$ cat config.mk
export PLATFORM = sky130hd
export DESIGN_NAME = tap_engine
export DESIGN_NICKNAME = d
export VERILOG_FILES = /design/src/rtl/tap_pkg.sv /design/src/rtl/tap_seq.sv /design/src/rtl/tap_ptr.sv /design/src/rtl/tap_mac.sv /design/src/rtl/tap_engine.sv
export SDC_FILE = /design/constraint.sdc
export NUM_CORES = 1
export LEC_CHECK = 0
export BUFFER_PORTS_ARGS = -buffer_cell sky130_fd_sc_hd__buf_2
export CAP_MARGIN = 5
export CORE_ASPECT_RATIO = 0.7
export CORE_MARGIN = 2
export CORE_UTILIZATION = 62
export CTS_CLUSTER_DIAMETER = 80
export CTS_CLUSTER_SIZE = 20
export DETAILED_ROUTE_END_ITERATION = 8
export PLACE_DENSITY = 0.82
export SYNTH_ARGS = -nofsm -noshare
export SYNTH_HDL_FRONTEND = slang
export SYNTH_SLANG_ARGS = --single-unit
$ cat constraint.sdc
create_clock -name clk -period 11.6 [get_ports clk]
set_input_delay 2.32 -clock clk [delete_from_list [all_inputs] [get_ports clk]]
set_output_delay 2.32 -clock clk [all_outputs]
set_load 0.01 [all_outputs]
$ cat src/rtl/tap_pkg.sv
package tap_pkg;
  typedef enum logic [1:0] {
    ST_IDLE = 2'd0,
    ST_RUN  = 2'd1,
    ST_FIN  = 2'd2
  } tap_state_e;

  localparam int unsigned OPW = 16;
  localparam int unsigned PRW = 2 * OPW;
  localparam int unsigned ACW = 48;

  function automatic logic wide_mode(input logic [1:0] code);
    return code[1];
  endfunction

  function automatic logic dual_buf(input logic [1:0] code);
    return code[0];
  endfunction
endpackage

$ cat src/rtl/tap_seq.sv
module tap_seq
  import tap_pkg::*;
(
  input  logic       clk,
  input  logic       rst_n,
  input  logic       start,
  input  logic [7:0] rpt,
  input  logic [1:0] code,
  output logic       load,
  output logic       busy,
  output logic       done,
  output logic       rd_fire,
  output logic       cap,
  output logic       step,
  output logic [1:0] code_q
);
  localparam int unsigned TW = 9;

  tap_state_e      st;
  logic [TW-1:0]   left;
  logic [1:0]      ph;
  logic [1:0]      last_ph;

  assign last_ph = wide_mode(code_q) ? 2'd2 : 2'd1;
  assign load    = start && (st == ST_IDLE);
  assign busy    = (st == ST_RUN);
  assign done    = (st == ST_FIN);
  assign rd_fire = busy && (ph == 2'd0);
  assign cap     = busy && (ph == 2'd1);
  assign step    = busy && (ph == last_ph);

  always_ff @(posedge clk or negedge rst_n) begin
    if (!rst_n) begin
      st     <= ST_IDLE;
      left   <= '0;
      ph     <= '0;
      code_q <= '0;
    end else begin
      unique case (st)
        ST_IDLE: if (start) begin
          code_q <= code;
          left   <= {1'b0, rpt} + TW'(2);
          ph     <= '0;
          st     <= ST_RUN;
        end
        ST_RUN: begin
          if (ph == last_ph) begin
            ph   <= '0;
            left <= left - TW'(1);
            if (left == TW'(1)) st <= ST_FIN;
          end else begin
            ph <= ph + 2'd1;
          end
        end
        ST_FIN:  st <= ST_IDLE;
        default: st <= ST_IDLE;
      endcase
    end
  end

  p_done_single_r9: assert property (@(posedge clk) disable iff (!rst_n)
    done |=> !done);
  p_start_ignored_r10: assert property (@(posedge clk) disable iff (!rst_n)
    (st != ST_IDLE) && start |=> code_q == $past(code_q));
  p_read_once_r11: assert property (@(posedge clk) disable iff (!rst_n)
    rd_fire |=> !rd_fire);
endmodule

$ cat src/rtl/tap_ptr.sv
module tap_ptr #(
  parameter int unsigned AW = 16
) (
  input  logic          clk,
  input  logic          rst_n,
  input  logic          load,
  input  logic [AW-1:0] init,
  input  logic          adv,
  input  logic [AW-1:0] base,
  input  logic [AW-1:0] len,
  output logic [AW-1:0] ptr
);
  logic [AW:0] ring_end;
  logic [AW:0] nxt;

  assign ring_end = {1'b0, base} + {1'b0, len};
  assign nxt      = {1'b0, ptr} + (AW+1)'(2);

  always_ff @(posedge clk or negedge rst_n) begin
    if (!rst_n)      ptr <= '0;
    else if (load)   ptr <= init;
    else if (adv)    ptr <= (nxt >= ring_end) ? base : nxt[AW-1:0];
  end

  p_ptr_step_r5: assert property (@(posedge clk) disable iff (!rst_n)
    adv && !load |=> (ptr == $past(ptr) + AW'(2)) || (ptr == $past(base)));
  p_ptr_in_ring_r6: assert property (@(posedge clk) disable iff (!rst_n)
    adv && !load && (len >= AW'(2)) |=> ({1'b0, ptr} < $past(ring_end)));
endmodule

$ cat src/rtl/tap_mac.sv
module tap_mac
  import tap_pkg::*;
(
  input  logic                  clk,
  input  logic                  rst_n,
  input  logic                  clr,
  input  logic                  cap,
  input  logic                  add,
  input  logic                  wide,
  input  logic signed [OPW-1:0] opa,
  input  logic signed [OPW-1:0] opb,
  output logic [ACW-1:0]        acc
);
  logic signed [PRW-1:0] prod_now;
  logic signed [PRW-1:0] prod_q;
  logic signed [PRW-1:0] prod_use;
  logic [PRW-1:0]        sum_n;
  logic [ACW-1:0]        sum_w;

  assign prod_now = opa * opb;
  assign prod_use = wide ? prod_q : prod_now;
  assign sum_n    = acc[PRW-1:0] + prod_use;
  assign sum_w    = acc + {{(ACW-PRW){prod_use[PRW-1]}}, prod_use};

  always_ff @(posedge clk or negedge rst_n) begin
    if (!rst_n) begin
      prod_q <= '0;
      acc    <= '0;
    end else begin
      if (cap) prod_q <= prod_now;
      if (clr)      acc <= '0;
      else if (add) acc <= wide ? sum_w : {{(ACW-PRW){sum_n[PRW-1]}}, sum_n};
    end
  end

  p_narrow_sext_r7: assert property (@(posedge clk) disable iff (!rst_n)
    !wide && $past(add) && !$past(clr) |-> acc[ACW-1:PRW] == {(ACW-PRW){acc[PRW-1]}});
endmodule

$ cat src/rtl/tap_engine.sv
module tap_engine
  import tap_pkg::*;
#(
  parameter int unsigned AW = 16,
  parameter int unsigned CW = 12
) (
  input  logic          clk,
  input  logic          rst_n,
  input  logic          start,
  input  logic [7:0]    rpt_cnt,
  input  logic [1:0]    op_sel,
  input  logic [AW-1:0] ptr0_init,
  input  logic [AW-1:0] ptr1_init,
  input  logic [CW-1:0] coef_init,
  input  logic [AW-1:0] ring_base,
  input  logic [AW-1:0] ring_len,
  output logic          dat_rd,
  output logic [AW-1:0] dat0_addr,
  output logic [AW-1:0] dat1_addr,
  input  logic [15:0]   dat0_q,
  input  logic [15:0]   dat1_q,
  output logic          coef_rd,
  output logic [CW-1:0] coef_addr,
  input  logic [15:0]   coef_q,
  output logic [47:0]   acc_out,
  output logic          busy,
  output logic          done,
  input  logic          irq_in,
  output logic          irq_out
);
  localparam int unsigned NPTR = 2;

  logic          load, rd_fire, cap, step;
  logic [1:0]    code_q;
  logic [AW-1:0] base_q, len_q;
  logic          irq_held;
  logic [AW-1:0] ptr_init [NPTR];
  logic [AW-1:0] ptr_val  [NPTR];
  logic [NPTR-1:0] ptr_adv;

  tap_seq u_seq (
    .clk, .rst_n, .start, .rpt(rpt_cnt), .code(op_sel),
    .load, .busy, .done, .rd_fire, .cap, .step, .code_q
  );

  always_ff @(posedge clk or negedge rst_n) begin
    if (!rst_n) begin
      base_q    <= '0;
      len_q     <= '0;
      coef_addr <= '0;
    end else if (load) begin
      base_q    <= ring_base;
      len_q     <= ring_len;
      coef_addr <= coef_init;
    end else if (step && !dual_buf(code_q)) begin
      coef_addr <= coef_addr + CW'(1);
    end
  end

  assign ptr_init[0] = ptr0_init;
  assign ptr_init[1] = ptr1_init;
  assign ptr_adv[0]  = step;
  assign ptr_adv[1]  = step && dual_buf(code_q);

  for (genvar g = 0; g < NPTR; g++) begin : g_ptr
    tap_ptr #(.AW(AW)) u_ptr (
      .clk, .rst_n, .load, .init(ptr_init[g]), .adv(ptr_adv[g]),
      .base(base_q), .len(len_q), .ptr(ptr_val[g])
    );
  end

  assign dat0_addr = ptr_val[0];
  assign dat1_addr = ptr_val[1];
  assign dat_rd    = rd_fire;
  assign coef_rd   = rd_fire && !dual_buf(code_q);

  tap_mac u_mac (
    .clk, .rst_n, .clr(load), .cap, .add(step), .wide(wide_mode(code_q)),
    .opa(dat0_q), .opb(dual_buf(code_q) ? dat1_q : coef_q), .acc(acc_out)
  );

  always_ff @(posedge clk or negedge rst_n) begin
    if (!rst_n)              irq_held <= 1'b0;
    else if (busy && irq_in) irq_held <= 1'b1;
    else if (!busy)          irq_held <= 1'b0;
  end
  assign irq_out = !busy && (irq_in || irq_held);

  p_irq_release_r8: assert property (@(posedge clk) disable iff (!rst_n)
    busy && irq_in |=> busy || irq_out);
  p_acc_hold_r9: assert property (@(posedge clk) disable iff (!rst_n)
    done && !start |=> $stable(acc_out));
  p_coef_fixed_r5: assert property (@(posedge clk) disable iff (!rst_n)
    busy && dual_buf(code_q) |=> $stable(coef_addr));
endmodule

==> flow_summary.json <==
{
  "dpl_cell_area_sq_mm": 0.0240,
  "initial_utilization_pct": 62.6,
  "endpoint": "u_mac.acc[41]",
  "drt-initial-drc-count": 1627,
  "die_x_microns": 231,
  "viasPerCell": 5.90,
  "cp_max_fo": 16,
  "synth_fp_nets": 3180,
  "area_growth_pct": 9.57,
  "fp.dieH_microns": 163,
  "rr_worst_depth": 30,
  "maxSlewViolCount": 0,
  "synthArstFlopShare_pct": 100,
  "relSlewSlack_pct": 27.7,
  "cp_top_family": "adder cells",
  "netlist-cell-type-count": 68,
  "crit_cells": 31,
  "grt_pass1_wl_microns": 102000,
  "max_stage_delay_ps": 600,
  "fin_tns_setup_ps": 0,
  "gr-usage-all-layers_pct": 34.6,
  "synthesis.area_sq_mm": 0.0224,
  "drive_gt1_share_pct": 12.0,
  "setup_violations": 0,
  "clock_sinks": 172,
  "seq_area_frac_synth_pct": 19.2,
  "grt_max_degree": 85,
  "synth_flop_cell": "dfrtp_1",
  "antenna_cells": 0,
  "postRouteAntennaNets": 0,
  "htree_levels": 4,
  "hold_viol": 0,
  "syn_inst": 2589,
  "tightestPinTransition_ps": 1090,
  "cts_made_buffers": 17,
  "critPathCaptureType": "flip-flop",
  "rows": 58,
  "max_cap_viol_count": 0,
  "syn_area_per_cell_sq_um": 8.66,
  "hold_start": "u_mac.prod_q[18]",
  "rsz0062_at_grt": "no",
  "r2r_end": "u_mac.acc[41]",
  "cp-startpoint": "dat1_q[3]",
  "dp.cells": 3221,
  "clk_pin_slew_ps": 70,
  "clk_path_buf_depth": 2,
  "grt-ovfl-total": 0,
  "hp-class": "reg2reg",
  "regToRegSetupSlack_ps": 1270,
  "final_net_count": 3351,
  "crit_required_ps": 11970,
  "rr_startpoint": "u_seq.code_q[0]",
  "numPortBuffers": 234,
  "io_pins": 235,
  "fp.coreArea_sq_mm": 0.0358,
  "worstSetupPathType": "in2reg",
  "place_congestion": 1.02,
  "min_period_ps": 11090,
  "clk_latency_ps": 470,
  "status": "complete, no violations",
  "finClkSkew_ps": 15.7,
  "first_global_vias": 19230,
  "dp_hpwl_microns": 51000,
  "dr.pass1.iters": 6,
  "design_area_sq_mm": 0.0246,
  "postLayoutCoreUtil_pct": 68.6,
  "die-area_sq_mm": 0.0377,
  "tritoncts": "yes",
  "final_cells": 3253,
  "synth_edf_count": 0,
  "antenna_found_initial": 1,
  "clock-root-buffer": "clkbuf_16",
  "cpMaxStageDelayCell": "nor3_1",
  "routed_wl_microns": 63200,
  "fillers": 2924,
  "cp-start-kind": "input port",
  "crit_buf_inv": 6,
  "min_period_over_period_pct": 95.6,
  "synth_seq_cells": 172,
  "crit_arrival_ps": 11460,
  "num_vias": 19177,
  "post_drt_wl_per_cell_microns": 19.4,
  "fmax_mhz": 90.2,
  "drc_errors": 0,
  "synth_warnings": 0
}
per-layer routing:
layer  vias to the layer above  part of all wire (%)  track usage, %
met4                         0                   2.3            8.94
li1                       8801                     -               -
met1                      9495                    44            50.1
met3                        92                    11            12.0
met2                       789                    43            49.3
met5                         -                     0               0
cell usage after synthesis, drive strengths merged, types with 5 or more instances:
cell type | n | area [sq um]
nand2 | 381 | 1430
inv | 366 | 1370
fa | 264 | 5290
ha | 189 | 2360
o21ai | 187 | 940
dfrtp | 172 | 4300
a21oi | 117 | 608
clkbuf | 92 | 345
nor2 | 84 | 315
and2 | 81 | 507
nor2b | 73 | 457
nand3 | 70 | 350
xnor2 | 66 | 578
xor2 | 61 | 534
a21o | 44 | 330
mux2i | 41 | 410
nand2b | 26 | 163
o21a | 25 | 188
mux2 | 24 | 270
nor3 | 22 | 110
o21bai | 21 | 158
and3 | 20 | 125
nand4 | 19 | 119
a31oi | 18 | 134
a22oi | 11 | 82.6
a211oi | 10 | 80.1
buf | 9 | 37.5
o211ai | 8 | 60.1
or2 | 8 | 50.1
a221o | 6 | 60.1
o31ai | 6 | 45.0
a2111oi | 5 | 62.6
worst reg2reg max path, delay by kind of cell (launching register included):
kind / cells / cell delay [ps]
simple gates: 3 / 1050
mux: 1 / 590
fa+ha+maj: 8 / 3480
buf+inv: 5 / 310
flops: 1 / 1010
xor+xnor: 2 / 850
compound gates: 11 / 2960
area by class of cell:
type / count / area (sq um) / area share [%]
clock buffers: 19 / 433 / 1.76
repair buffers: 253 / 1320 / 5.38
well taps: 480 / 601 / 2.45
multi-input cells: 1950 / 16400 / 66.7
flip-flops and latches: 172 / 4310 / 17.5
inverters: 366 / 1370 / 5.59
clock inverters: 13 / 155 / 0.632
cell families (layout without fill, tap and decap cells):
family / Yosys count / after routing / share of synthesized area (%)
and+or+nand+nor: 800 / 800 / 16.7
muxes: 65 / 65 / 3.04
buffers and inverters: 467 / 651 / 7.84
DFF: 172 / 172 / 19.2
xor gates and xnor gates: 127 / 127 / 4.96
AOI/OAI and AO/OA: 505 / 505 / 14.1
adders and majority gates: 453 / 453 / 34.1
timing repair:
item	CTS	global route
endpoints found under the setup margin	0	2
hold endpoints to repair	0	0
setup buffers	0	0
hold buffers	0	0
resized for setup	0	1
cells in the final DEF, fill, tap and decap left out, drive strengths merged, types with 66 or more instances in the layout:
cell	synthesis	final
nand2	381	381
and2	81	81
buf	9	253
nand3	70	70
o21ai	187	187
inv	366	373
nor2	84	84
ha	189	189
xnor2	66	66
nor2b	73	73
dfrtp	172	172
a21oi	117	117
fa	264	264
state kept, by name, summed over array words and instances (netlist names):
register and count:
u_seq.code_q 2, irq_held 1, g_ptr.u_ptr.ptr 32, coef_addr 12, u_seq.st 2, u_mac.acc 48, u_mac.prod_q 32, u_seq.ph 2
len_q 16, u_seq.left 9, base_q 16
worst min-delay path by stage:
| stage | cells after the start | end | slack [ps] |
|---|---|---|---|
| 3_3_place_gp | 2 | u_mac.prod_q[30] | 460 |
| 5_1_grt | 2 | u_mac.prod_q[4] | 510 |
| 6_report | 2 | u_mac.prod_q[18] | 480 |
| 3_5_place_dp | 2 | u_mac.prod_q[18] | 470 |
| 4_1_cts | 2 | u_mac.prod_q[18] | 490 |
| 2_1_floorplan | 2 | irq_held | 450 |
through the flow:
stage          hold slack [ps]  setup slack, ps
5_1_grt                    513             76.4
3_5_place_dp               471              114
2_1_floorplan              447             1180
4_1_cts                    486              579
6_report                   480              515
3_3_place_gp               462              343
Power is not shown: default switching activity piles up to over one toggle a cycle in this logic, so the estimate is an artifact.
